File: src/rtl/gpio_pkg.sv
package gpio_pkg;
  localparam int BUS_W      = 8;
  localparam int ADDR_W     = 8;
  localparam int PORT_MAX_W = 8;

  localparam int A_DATA_ADR = 'h00;
  localparam int B_DATA_ADR = 'h01;
  localparam int A_DIR_ADR  = 'h04;
  localparam int B_DIR_ADR  = 'h05;
  localparam int A_PUE_ADR  = 'h0D;

  typedef logic [PORT_MAX_W-1:0] pin_vec_t;

  // per pin: drive latch when output, sampled pad when input
  function automatic pin_vec_t pin_view(pin_vec_t latch, pin_vec_t pad, pin_vec_t dir);
    return (latch & dir) | (pad & ~dir);
  endfunction

  // pullup reaches the pad only on input pins
  function automatic pin_vec_t pullup_eff(pin_vec_t pue, pin_vec_t dir);
    return pue & ~dir;
  endfunction
endpackage

File: src/rtl/gpio_sync.sv
module gpio_sync #(
  parameter int WIDTH  = 8,
  parameter int STAGES = 2
) (
  input  logic             clk,
  input  logic             rst_n,
  input  logic [WIDTH-1:0] d_i,
  output logic [WIDTH-1:0] q_o
);
  logic [WIDTH-1:0] stage_q [STAGES];

  generate
    for (genvar s = 0; s < STAGES; s++) begin : g_stage
      always_ff @(posedge clk or negedge rst_n) begin
        if (!rst_n) begin
          stage_q[s] <= '0;
        end else begin
          if (s == 0) stage_q[s] <= d_i;
          else        stage_q[s] <= stage_q[(s == 0) ? 0 : s-1];
        end
      end
    end
  endgenerate

  assign q_o = stage_q[STAGES-1];
endmodule

File: src/rtl/gpio_port.sv
module gpio_port
  import gpio_pkg::*;
#(
  parameter int WIDTH      = 8,
  parameter bit HAS_PULLUP = 1'b0,
  parameter int DATA_ADR   = 0,
  parameter int DIR_ADR    = 4,
  parameter int PUE_ADR    = 13,
  parameter int SYNC_STG   = 2
) (
  input  logic              clk,
  input  logic              rst_n,
  input  logic [ADDR_W-1:0] bus_addr,
  input  logic [BUS_W-1:0]  bus_wdata,
  input  logic              bus_we,
  output logic              rd_hit_o,
  output logic [BUS_W-1:0]  rd_val_o,
  input  logic [WIDTH-1:0]  pad_i,
  output logic [WIDTH-1:0]  out_o,
  output logic [WIDTH-1:0]  oe_o,
  output logic [WIDTH-1:0]  pu_o
);
  localparam int PAD_W = PORT_MAX_W - WIDTH;

  logic [WIDTH-1:0] latch_q, dir_q, pue_q, pad_sync;
  logic             data_sel, dir_sel, pue_sel;
  logic             data_wr, dir_wr, pue_wr;
  pin_vec_t         view_full, pu_full;

  assign data_sel = (bus_addr == ADDR_W'(DATA_ADR));
  assign dir_sel  = (bus_addr == ADDR_W'(DIR_ADR));
  assign pue_sel  = HAS_PULLUP && (bus_addr == ADDR_W'(PUE_ADR));
  assign data_wr  = bus_we && data_sel;
  assign dir_wr   = bus_we && dir_sel;
  assign pue_wr   = bus_we && pue_sel;

  gpio_sync #(.WIDTH(WIDTH), .STAGES(SYNC_STG)) u_sync (
    .clk(clk), .rst_n(rst_n), .d_i(pad_i), .q_o(pad_sync)
  );

  // output latch deliberately has no reset
  always_ff @(posedge clk) begin
    if (data_wr) latch_q <= bus_wdata[WIDTH-1:0];
  end

  always_ff @(posedge clk or negedge rst_n) begin
    if (!rst_n)      dir_q <= '0;
    else if (dir_wr) dir_q <= bus_wdata[WIDTH-1:0];
  end

  generate
    if (HAS_PULLUP) begin : g_pue
      always_ff @(posedge clk or negedge rst_n) begin
        if (!rst_n)      pue_q <= '0;
        else if (pue_wr) pue_q <= bus_wdata[WIDTH-1:0];
      end
    end else begin : g_no_pue
      assign pue_q = '0;
    end
  endgenerate

  assign view_full = pin_view(PORT_MAX_W'(latch_q), PORT_MAX_W'(pad_sync), PORT_MAX_W'(dir_q));
  assign pu_full   = pullup_eff(PORT_MAX_W'(pue_q), PORT_MAX_W'(dir_q));

  always_comb begin
    rd_hit_o = 1'b0;
    rd_val_o = '0;
    if (data_sel) begin
      rd_hit_o = 1'b1;
      rd_val_o[WIDTH-1:0] = view_full[WIDTH-1:0];
    end else if (dir_sel) begin
      rd_hit_o = 1'b1;
      rd_val_o[WIDTH-1:0] = dir_q;
    end else if (pue_sel) begin
      rd_hit_o = 1'b1;
      rd_val_o[WIDTH-1:0] = pue_q;
    end
  end

  assign out_o = latch_q;
  assign oe_o  = dir_q;
  assign pu_o  = pu_full[WIDTH-1:0];

  // direction clear on the first edge after reset
  a_r1_dir_clear: assert property (@(posedge clk) disable iff (!rst_n)
    !$past(rst_n) |-> (dir_q == '0 && pue_q == '0));

  // a data write lands in the latch
  a_r2_latch_load: assert property (@(posedge clk) disable iff (!rst_n)
    data_wr |=> (out_o == $past(bus_wdata[WIDTH-1:0])));

  // no pin is pulled up while driven
  a_r4_pu_gated: assert property (@(posedge clk) disable iff (!rst_n)
    (pu_o & oe_o) == '0);

  // writes elsewhere leave the direction and pullup state alone
  a_r9_dir_hold: assert property (@(posedge clk) disable iff (!rst_n)
    (bus_we && !data_sel && !dir_sel && !pue_sel) |=> ($stable(dir_q) && $stable(pue_q)));

  generate
    if (PAD_W > 0) begin : g_upper_chk
      // bits above the port width read as zero
      a_r8_upper_zero: assert property (@(posedge clk) disable iff (!rst_n)
        rd_hit_o |-> (rd_val_o[BUS_W-1:WIDTH] == '0));
    end
  endgenerate
endmodule

File: src/rtl/gpio_dual_port.sv
module gpio_dual_port
  import gpio_pkg::*;
#(
  parameter int A_WIDTH  = 7,
  parameter int B_WIDTH  = 8,
  parameter int SYNC_STG = 2
) (
  input  logic               clk,
  input  logic               rst_n,
  input  logic [ADDR_W-1:0]  bus_addr,
  input  logic [BUS_W-1:0]   bus_wdata,
  input  logic               bus_we,
  output logic [BUS_W-1:0]   bus_rdata,
  input  logic [A_WIDTH-1:0] pa_in,
  output logic [A_WIDTH-1:0] pa_out,
  output logic [A_WIDTH-1:0] pa_oe,
  output logic [A_WIDTH-1:0] pa_pu,
  input  logic [B_WIDTH-1:0] pb_in,
  output logic [B_WIDTH-1:0] pb_out,
  output logic [B_WIDTH-1:0] pb_oe
);
  logic             a_hit, b_hit;
  logic [BUS_W-1:0] a_val, b_val;
  logic [B_WIDTH-1:0] b_pu_unused;

  gpio_port #(
    .WIDTH(A_WIDTH), .HAS_PULLUP(1'b1), .DATA_ADR(A_DATA_ADR),
    .DIR_ADR(A_DIR_ADR), .PUE_ADR(A_PUE_ADR), .SYNC_STG(SYNC_STG)
  ) u_port_a (
    .clk(clk), .rst_n(rst_n), .bus_addr(bus_addr), .bus_wdata(bus_wdata),
    .bus_we(bus_we), .rd_hit_o(a_hit), .rd_val_o(a_val), .pad_i(pa_in),
    .out_o(pa_out), .oe_o(pa_oe), .pu_o(pa_pu)
  );

  gpio_port #(
    .WIDTH(B_WIDTH), .HAS_PULLUP(1'b0), .DATA_ADR(B_DATA_ADR),
    .DIR_ADR(B_DIR_ADR), .PUE_ADR(A_PUE_ADR), .SYNC_STG(SYNC_STG)
  ) u_port_b (
    .clk(clk), .rst_n(rst_n), .bus_addr(bus_addr), .bus_wdata(bus_wdata),
    .bus_we(bus_we), .rd_hit_o(b_hit), .rd_val_o(b_val), .pad_i(pb_in),
    .out_o(pb_out), .oe_o(pb_oe), .pu_o(b_pu_unused)
  );

  assign bus_rdata = (a_hit ? a_val : '0) | (b_hit ? b_val : '0);

  // unmapped reads return zero
  a_r9_unmapped_read: assert property (@(posedge clk) disable iff (!rst_n)
    (!a_hit && !b_hit) |-> (bus_rdata == '0));

  // output enables follow the direction registers across a write
  a_r3_oe_write: assert property (@(posedge clk) disable iff (!rst_n)
    (bus_we && bus_addr == ADDR_W'(B_DIR_ADR)) |=> (pb_oe == $past(bus_wdata[B_WIDTH-1:0])));
endmodule

File: config.mk
export PLATFORM = sky130hd
export DESIGN_NAME = gpio_dual_port
export DESIGN_NICKNAME = d
export VERILOG_FILES = /design/src/rtl/gpio_pkg.sv /design/src/rtl/gpio_sync.sv /design/src/rtl/gpio_port.sv /design/src/rtl/gpio_dual_port.sv
export SDC_FILE = /design/constraint.sdc
export NUM_CORES = 1
export LEC_CHECK = 0
export BUFFER_PORTS_ARGS = -buffer_cell sky130_fd_sc_hd__buf_2
export CAP_MARGIN = 20
export CORE_UTILIZATION = 40
export CTS_BUF_LIST = sky130_fd_sc_hd__clkbuf_2 sky130_fd_sc_hd__clkbuf_4 sky130_fd_sc_hd__clkbuf_8
export DETAILED_ROUTE_END_ITERATION = 6
export GPL_ROUTABILITY_DRIVEN = 0
export GPL_TIMING_DRIVEN = 0
export HOLD_SLACK_MARGIN = 0.12
export SLEW_MARGIN = 20
export SYNTH_ARGS = -nofsm -noshare
export SYNTH_HDL_FRONTEND = slang
export SYNTH_SLANG_ARGS = --single-unit
File: constraint.sdc
create_clock -name clk -period 2.08 [get_ports clk]
set_clock_uncertainty 0.05 [all_clocks]
set_input_delay 0.312 -clock clk [delete_from_list [all_inputs] [get_ports clk]]
set_output_delay 0.312 -clock clk [all_outputs]
set_load 0.005 [all_outputs]
==> qor.csv <==
stage;metric;value;unit
routing;met3 routed wirelength;306;um
synthesis;Yosys top cell by area;dfrtp_1;
floorplan;floorplan row count;28;
global_routing;overall global routing resource usage;18.90;%
global_routing;largest net degree at the start of global routing;53;
floorplan;Die Span X;81.94;um
cells_and_area;growth of design area from synthesis to finish;38.03;%
timing;count of pins over their slew limit;0;
clock_network;TritonCTS clock tree;done;
synthesis;dominant synthesized flop cell;dfrtp_1;
routing;WL per Instance;15.64;um
cells_and_area;final-layout fill cell count;521;
clock_network;clock latency of the later-clocked register in the worst-skew pair;320;ps
synthesis;Net Count, Synth;216;
global_routing;aggregate global routing overflow;0;
clock_network;Inserted Clock Buffers;9;
routing;DRC Markers;0;
clock_network;Max Buffers Root-to-Sink;2;
floorplan;Floorplan Core Area;0.006026;mm^2
min_path;worst hold path class;input pin to flop;
setup_path;combined buffer and inverter count along the critical path;4;
setup_path;cell type group with the largest total delay on the critical path;simple AND/OR/NAND/NOR gates;
setup_path;Required @ worst endpoint;1720;ps
floorplan;Die ar.;0.006714;mm^2
floorplan;num ports;79;
synthesis;mean cell area of the mapped netlist;14.05;um^2
routing;Detailed Route Iter0 Violations;120;
power;power density of the placed cells;765.2;mW/mm^2
setup_path;path type of the worst setup path;input pin to output pin;
timing;Final Setup Violations;0;
clock_network;Clock H-tree levels;3;
placement;detailed placement HPWL;3.717;mm
global_routing;global-route wire length before repair;8.866;mm
synthesis;Post-synth EDFFs;15;
timing;Tcrit/Tclk final;96.46;%
synthesis;fraction of the yosys area taken by sequential cells;68.53;%
setup_path;slowest stage cell, crit path;or3_4;
timing;Max transition margin;56.55;%
routing;routed via count;1843;
synthesis;share of the synthesized area in the top cell type;50.91;%
timing;final hold violation count;0;
clock_network;cell at the root of the clock tree;clkbuf_8;
routing;top routing layer used;met4;
synthesis;count of state elements after synthesis;67;
routing;wire length on met1;2.699;mm
global_routing;via count of the first global-routing pass;1739;
placement;pre-CTS setup slack;-678.1;ps
setup_path;Cell Chain, Critical Path;buf_6 > or3_4 > buf_6 > nor4b_4 > buf_6 > a21boi_2 > buf_2;
routing;number of optimization iterations in the first detailed-route pass;4;
clock_network;number of sinks driven by the clock tree;67;
run;total of max-cap violations;0;
timing;RSZ-0062 raised after global routing;false;
cells_and_area;area of the multi-input gates;817.0;um^2
cells_and_area;total area of sequential cells;0.001752;mm^2
setup_path;Critical Path Start Type;input pin;
synthesis;fraction of synthesis flops using an asynchronous set or reset pin;77.61;%
timing;FMAX;498.4;MHz
synthesis;Unique masters post-synth;22;
cells_and_area;fraction of layout cells with a size suffix above 1;45.33;%
power;overall power;2.700;mW
setup_path;most repeated library cell on the critical path;buf_6;
setup_path;stage delay of the slowest cell on the critical path;370;ps
power;Pleak;1.715;nW
routing;detailed-route vias per instance;4.915;
cells_and_area;number of nets at the end of the flow;329;
setup_path;Critical Path Fanout Max;6;
timing;final-layout setup total negative slack;0;ps
floorplan;die height;81.94;um
synthesis;Ys Warns;0;
synthesis;Area contributors post-synth;dfrtp_1 51%, edfxtp_1 18%, mux2_2 9.7%;
synthesis;number of instances in the synthesized netlist;182;
setup_path;critical path capture point type;output pin;
global_routing;number of antenna violations at the first check in global routing;0;
cells_and_area;number of inserted diodes;0;
clock_network;Clock transition at path regs;70;ps
synthesis;post-synthesis instance area;0.002556;mm^2
setup_path;arrival time of data at the critical path endpoint;1640;ps
routing;wire length reported by the detailed router;5.864;mm
placement;number of input and output port buffers inserted;78;
power;largest vdd supply drop;0.0004817;V
timing;transition time at the pin with the least slew margin;651.8;ps
floorplan;starting density of the core;42.42;%
timing;minimum clock period;2006;ps
timing;final critical-path setup slack;73.70;ps
routing;Final ANT Viol Nets;0;
outcome;status;completed;
routing;metal2 WL;2.807;mm
## what timing repair did
| action | in CTS | in global routing |
|---|---|---|
| setup buffers | 6 | 2 |
| setup endpoints to repair | 23 | 14 |
| pin swaps | 3 | 5 |
| gates resized for setup | 7 | 3 |
| hold endpoints to repair | 68 | 0 |
| hold buffers | 17 | 0 |
## path summary, 6_finish.rpt
path	cells past startpoint	to	slack, ps	from
min in group asynchronous	2	u_port_a.u_sync.stage_q[11]	510	rst_n
hold reg to reg	0	u_port_a.u_sync.q_o[6]	300	u_port_a.u_sync.stage_q[13]
max in group asynchronous	2	u_port_a.u_sync.stage_q[7]	1020	rst_n
hold / removal	1	u_port_b.out_o[1]	170	bus_wdata[1]
setup / recovery	7	bus_rdata[7]	70	bus_addr[1]
setup reg to reg	1	u_port_a.oe_o[5]	1220	u_port_a.oe_o[5]
## metal layers
| layer | up-vias | global-route usage [%] |
|---|---|---|
| met2 | 53 | 28.84 |
| met3 | 7 | 4.556 |
| li1 | 870 | - |
| met1 | 913 | 25.83 |
| met5 | - | 0 |
| met4 | 0 | 7.895 |
## layout by cell type (no fill, tap or decap), types with 2 or more instances in the layout
| cell | count |
|---|---|
| buf_2 | 76 |
| dfrtp_1 | 52 |
| o21ai_0 | 29 |
| mux2_2 | 22 |
| dlygate4sd3_1 | 17 |
| nand2_1 | 16 |
| edfxtp_1 | 15 |
| nand2b_1 | 14 |
| clkbuf_8 | 10 |
| buf_4 | 8 |
| nor2b_1 | 7 |
| a22oi_1 | 6 |
| clkbuf_4 | 4 |
| buf_6 | 3 |
| nor4_4 | 3 |
| clkbuf_1 | 3 |
| inv_1 | 2 |
| and3_1 | 2 |
## synthesized netlist by cell type (2+ instances only)
library cell / instances
a22oi_1: 7
and3_1: 2
clkbuf_1: 4
dfrtp_1: 52
edfxtp_1: 15
inv_1: 2
mux2_2: 22
nand2_1: 16
nand2b_1: 14
nor2b_1: 7
nor4_2: 2
o21ai_0: 29
## metrics by stage
step | util [%] | instance area, um^2 | instances | hold slack, ps
2_1_floorplan | - | 2565 | 182 | -33.59
3_3_place_gp | 50.60 | 3049 | 335 | 282.3
3_5_place_dp | 50.64 | 3052 | 335 | 284.7
4_1_cts | 58.10 | 3501 | 374 | 152.9
5_1_grt | 58.55 | 3528 | 375 | 150.4
6_report | 58.55 | 3528 | 375 | 167.7
## cell families (layout without fill, tap and decap cells)
family	count (synthesis)	in the layout	share of synthesized area (%)
multiplexers	22	22	9.692
AO/OA/AOI/OAI	37	37	8.028
buffers and inverters	7	125	1.077
flip-flops	67	67	68.53
AND/OR/NAND/NOR	49	49	12.68
## flip-flops by register name, indices dropped and copies added (netlist names), 8 cells and up
signal and count:
u_port_b.oe_o 8, u_port_b.u_sync.q_o 8, u_port_b.out_o 8, u_port_b.u_sync.stage_q 8
## report_power, final
part	internal, mW	switching, mW	total (mW)
clock network	0.640	0.444	1.08
registers	1.39	0.0273	1.42
logic	0.0999	0.0952	0.195
total	2.13	0.567	2.70
## area by class of cell
type	count	area share, %
Sequential cell	67	49.65
Multi-Input combinational cell	108	23.16
Timing Repair Buffer	103	17.94
Clock buffer	14	4.752
Tap cell	75	2.660
Clock inverter	2	0.9929
Buffer	4	0.6383
Inverter	2	0.2128
(Power assumes the default switching activity.)
